File: src/rtl/addsub_pkg.sv
package addsub_pkg;
    typedef enum logic [1:0] {
        ST_IDLE = 2'd0,
        ST_RUN  = 2'd1,
        ST_DONE = 2'd2
    } addsub_state_e;
endpackage

File: src/rtl/addsub_ctrl.sv
module addsub_ctrl
    import addsub_pkg::*;
#(
    parameter int WIDTH = 4
) (
    input  logic clk,
    input  logic rst,
    input  logic start,
    input  logic mode_in,
    output logic load,
    output logic shift_en,
    output logic mode_q,
    output logic done_o
);
    localparam int CNT_W = (WIDTH > 1) ? $clog2(WIDTH) : 1;
    localparam logic [CNT_W-1:0] LAST = CNT_W'(WIDTH - 1);

    addsub_state_e state_q, state_d;
    logic [CNT_W-1:0] cnt_q;

    // next-state decode
    always_comb begin
        state_d = state_q;
        unique case (state_q)
            ST_IDLE: state_d = start ? ST_RUN : ST_IDLE;
            ST_RUN:  state_d = (cnt_q == LAST) ? ST_DONE : ST_RUN;
            ST_DONE: state_d = start ? ST_RUN : ST_IDLE;
            default: state_d = ST_IDLE;
        endcase
    end

    // state register, bit counter and sampled mode
    always_ff @(posedge clk) begin
        if (rst) begin
            state_q <= ST_IDLE;
            cnt_q   <= '0;
            mode_q  <= 1'b0;
        end else begin
            state_q <= state_d;
            if (load) begin
                cnt_q  <= '0;
                mode_q <= mode_in;
            end else if (shift_en) begin
                cnt_q <= cnt_q + 1'b1;
            end
        end
    end

    // Moore outputs plus start acceptance
    always_comb begin
        shift_en = (state_q == ST_RUN);
        done_o   = (state_q == ST_DONE);
        load     = start && (state_q != ST_RUN);
    end

    a_r1_reset_idle: assert property (@(posedge clk)
        rst |=> (state_q == ST_IDLE && !done_o));

    a_r5_done_single: assert property (@(posedge clk) disable iff (rst)
        done_o |=> !done_o);

    a_r5_done_after_last: assert property (@(posedge clk) disable iff (rst)
        (shift_en && cnt_q == LAST) |=> done_o);

    a_r8_run_not_restarted: assert property (@(posedge clk) disable iff (rst)
        (shift_en && cnt_q != LAST) |=> (shift_en && cnt_q == $past(cnt_q) + 1'b1));

    a_r7_mode_held: assert property (@(posedge clk) disable iff (rst)
        shift_en |=> $stable(mode_q));
endmodule

File: src/rtl/addsub_bitcell.sv
module addsub_bitcell (
    input  logic clk,
    input  logic rst,
    input  logic load,
    input  logic preset,
    input  logic en,
    input  logic mode_q,
    input  logic x_in,
    input  logic y_in,
    output logic sum
);
    logic carry_q;
    logic y_eff;
    logic carry_d;

    always_comb begin
        y_eff   = y_in ^ mode_q;
        sum     = x_in ^ y_eff ^ carry_q;
        carry_d = (x_in & y_eff) | (x_in & carry_q) | (y_eff & carry_q);
    end

    always_ff @(posedge clk) begin
        if (rst)       carry_q <= 1'b0;
        else if (load) carry_q <= preset;
        else if (en)   carry_q <= carry_d;
    end

    a_r2_add_preset: assert property (@(posedge clk) disable iff (rst)
        (load && !preset) |=> (carry_q == 1'b0));

    a_r3_sub_preset: assert property (@(posedge clk) disable iff (rst)
        (load && preset) |=> (carry_q == 1'b1));
endmodule

File: src/rtl/addsub_shreg.sv
module addsub_shreg #(
    parameter int WIDTH = 4
) (
    input  logic             clk,
    input  logic             rst,
    input  logic             en,
    input  logic             din,
    output logic [WIDTH-1:0] q
);
    generate
        if (WIDTH > 1) begin : g_multi
            always_ff @(posedge clk) begin
                if (rst)     q <= '0;
                else if (en) q <= {din, q[WIDTH-1:1]};
            end
            a_r4_shift_down: assert property (@(posedge clk) disable iff (rst)
                en |=> (q[WIDTH-2:0] == $past(q[WIDTH-1:1])));
        end else begin : g_single
            always_ff @(posedge clk) begin
                if (rst)     q <= '0;
                else if (en) q <= din;
            end
        end
    endgenerate

    a_r4_enter_msb: assert property (@(posedge clk) disable iff (rst)
        en |=> (q[WIDTH-1] == $past(din)));

    a_r10_hold: assert property (@(posedge clk) disable iff (rst)
        (!en && !$past(rst)) |=> $stable(q));
endmodule

File: src/rtl/serial_addsub.sv
module serial_addsub #(
    parameter int WIDTH = 4
) (
    input  logic             clk,
    input  logic             rst,
    input  logic             start,
    input  logic             x_bit,
    input  logic             y_bit,
    input  logic             sub_mode,
    output logic [WIDTH-1:0] result,
    output logic             done
);
    logic load;
    logic shift_en;
    logic mode_q;
    logic sum_bit;

    addsub_ctrl #(.WIDTH(WIDTH)) u_ctrl (
        .clk      (clk),
        .rst      (rst),
        .start    (start),
        .mode_in  (sub_mode),
        .load     (load),
        .shift_en (shift_en),
        .mode_q   (mode_q),
        .done_o   (done)
    );

    addsub_bitcell u_cell (
        .clk    (clk),
        .rst    (rst),
        .load   (load),
        .preset (sub_mode),
        .en     (shift_en),
        .mode_q (mode_q),
        .x_in   (x_bit),
        .y_in   (y_bit),
        .sum    (sum_bit)
    );

    addsub_shreg #(.WIDTH(WIDTH)) u_sreg (
        .clk (clk),
        .rst (rst),
        .en  (shift_en),
        .din (sum_bit),
        .q   (result)
    );
endmodule

File: config.mk
export PLATFORM = sky130hd
export DESIGN_NAME = serial_addsub
export DESIGN_NICKNAME = d
export VERILOG_FILES = /design/src/rtl/addsub_pkg.sv /design/src/rtl/addsub_ctrl.sv /design/src/rtl/addsub_bitcell.sv /design/src/rtl/addsub_shreg.sv /design/src/rtl/serial_addsub.sv
export SDC_FILE = /design/constraint.sdc
export NUM_CORES = 1
export LEC_CHECK = 0
export ABC_AREA = 1
export BUFFER_PORTS_ARGS = -buffer_cell sky130_fd_sc_hd__buf_2
export CAP_MARGIN = 20
export CORE_AREA = 2 2 39 41
export CTS_CLUSTER_DIAMETER = 120
export DETAILED_ROUTE_END_ITERATION = 10
export DIE_AREA = 0 0 41 43
export GPL_TIMING_DRIVEN = 0
export HOLD_SLACK_MARGIN = 0.03
export SYNTH_ARGS = -nofsm -noshare
export SYNTH_HDL_FRONTEND = slang
export SYNTH_SLANG_ARGS = --single-unit
export TNS_END_PERCENT = 1
File: constraint.sdc
create_clock -name clk -period 1.4 [get_ports clk]
set_clock_uncertainty 0.1 [all_clocks]
set_input_delay 0.28 -clock clk [delete_from_list [all_inputs] [get_ports clk]]
set_output_delay 0.28 -clock clk [all_outputs]
set_load 0.01 [all_outputs]
==> metrics.csv <==
metric,value,unit
synth_largest_area_cell,dfxtp_1,
reg2regPathDepth,5,
powerDensity,1110,mW/mm^2
synth-simple-area-share,33.4,%
fin_crit_sh,95.6,%
p_leak,0.264,nW
crit_fanout,2,
rows,14,
grt_pass1_vias,372,
dieArea,0.00176,sq mm
utilization,40.1,%
syn_area,453,sq um
final-max-slew-violation-count,0,
cp_cell_sequence,xnor2_2 -> fa_1 -> nand2_1 -> nand2_1 -> nor2_1,
grt_setup_unrepaired,true,
grt_max_degree,10,
slowest_delay,0.49,ns
run_status,"complete, no violations",
dieWidth,41,um
power.total,615,uW
clkLatencyLatePin,0.26,ns
slew_headroom,84.8,%
synth_compound_area_share,7.46,%
areaGrowthSynthToFinish,22.4,%
hold_path_class,in2reg,
cts_tree,built,
setup.worst_path.end_class,flop,
fill_cells,156,
busiest_layer,met1,
cts_root_buffer,clkbuf_4,
cp_data_required_time,1.46,ns
antenna_found_initial,0,
synth_top_area_share,44.2,%
synth_xor_area_share,1.93,%
ys_types,18,
crit_buf_inv,0,
wl_per_cell,9.77,um
period_minus_slack,1.34,ns
grt_overflow_total,0,
syn-num-nets,65,
cpMostUsedCell,nand2_1,
coreArea,0.00138,sq mm
met1_usage,16.3,%
avgSynthCellArea,7.95,sq um
final_cell_mix,"nand2_1, nor2_1, buf_2",
clock.fmax,0.747,GHz
grtUsageTotal,12.3,%
cts_hold_buf,0,
path_class,reg2reg,
synth_seq_cells,10,
first_iter_violations,8,
grt_pass1_wl,1420,um
min_to,u_ctrl.state_q[0],
pin_count,11,
drt_first_pass_iters,4,
r2r-start,u_ctrl.mode_q,
crit_slowest_cell,fa_1,
cp_top_family,adder cells,
die_h,43,um
start_util,32.7,%
placed_area,523,sq um
detail-route-antenna-nets,0,
hold_start,rst,
dp_hpwl,605,um
cts_buffers,3,
numPortBuffers,10,
tns,0,ns
synthCells,57,
drive_gt1_share,30.0,%
final_common_cell,nand2_1,
worstMarginPinSlew,0.228,ns
setup_violations,0,
grt_use_met3,3.14,%
drc_errors,0,
yosysWarnings,0,
synthMuxAreaShare,0,%
grtUsageMet2,15.6,%
routed-via-count,394,
clkTransAtPathRegs,0.06,ns
antennaDiodeCount,0,
via_per_inst,4.58,
r2r_end,u_sreg.q[3],
synth_top_family_by_area,simple AND/OR/NAND/NOR gates,
fin_area,554,sq um
synthAdderAreaFrac,7.18,%
nets,80,
gp_congestion,0.729,
arrival,1.40,ns
drv_cap,0,
h-tree-depth,1,
ir_worst_vdd,0.464,mV
wl,840,um
clock_path_buffers,2,
cts_sinks,10,
start_kind,flop,
rrSetupSlack,0.06,ns
synth-seq-area-share,44.2,%
hold_violations,0,
worstHoldPathCells,2,
synthTopCellsByArea,"dfxtp_1, nand2_1, nor2_1",
[cell usage after synthesis]
library cell  instances
nand2_1              14
dfxtp_1              10
nor2_1               10
inv_1                 5
o21ai_0               3
a21oi_1               2
inv_2                 2
a21oi_2               1
fa_1                  1
ha_1                  1
nand2_2               1
nand2_4               1
nand3_1               1
nand3b_1              1
nand4_1               1
nor2_8                1
nor3_1                1
xnor2_1               1
[kinds of logic after synthesis]
group                      count (synthesis)
xor gates and xnor gates                   1
and+or+nand+nor                           31
AOI/OAI and AO/OA                          6
buffers and inverters                      7
adders and majority gates                  2
DFF                                       10
[state kept, by name (all words and copies together) (netlist names)]
name,cells
u_ctrl.mode_q,1
u_ctrl.state_q,2
u_ctrl.cnt_q,2
u_cell.carry_q,1
u_sreg.q,4
[layout make-up]
| type | count | area [sq um] | share of cell area [%] |
|---|---|---|---|
| clock buffers | 3 | 22.5 | 4.06 |
| well taps | 16 | 20.0 | 3.61 |
| flip-flops and latches | 10 | 201 | 36.3 |
| multi-input cells | 40 | 234 | 42.2 |
| repair buffers | 10 | 50.0 | 9.03 |
| inverters | 7 | 26.3 | 4.74 |
[what timing repair did]
item | 4_1_cts | 5_1_grt
buffers inserted | 0 | 0
hold endpoints to repair | 0 | 0
resized for setup | 0 | 2
endpoints found under the setup margin | 0 | 2
[how the worst max path moves through the flow]
stage	from	to	slack [ns]	depth (start not counted)
4_1_cts	u_ctrl.state_q[1]	done	0.005	3
2_1_floorplan	u_ctrl.mode_q	u_sreg.q[3]	0.17	5
3_5_place_dp	y_bit	u_sreg.q[3]	0.03	6
6_report	u_ctrl.mode_q	u_sreg.q[3]	0.06	5
5_1_grt	u_ctrl.mode_q	u_sreg.q[3]	-0.01	5
3_3_place_gp	y_bit	u_sreg.q[3]	0.02	6
[where the power goes]
part / internal [mW] / switching (mW)
logic: 0.0438 / 0.0597
registers: 0.304 / 0.0138
clock network: 0.0992 / 0.0939
total: 0.447 / 0.167
[metrics by stage]
stage	hold slack (ns)	worst slack, ns	instances
floorplan	0.242	0.165	57
global placement	0.355	0.0150	83
detailed placement	0.360	0.0259	83
CTS	0.0979	0.00514	86
global route	0.102	-0.0137	86
finish	0.100	0.0619	86
[metal layers]
layer / share of wire, % / wire length (um)
met2: 42 / 355
met3: 6.3 / 53
met4: 2.4 / 20
met5: 0 / 0
met1: 49 / 410
[worst reg2reg max path, stage by stage (launching register included)]
cell and delay [ns]:
dfxtp_1 0.34, xnor2_2 0.14, fa_1 0.49, nand2_1 0.06, nand2_1 0.06, nor2_1 0.04
Power figures use the tool's default switching activity.
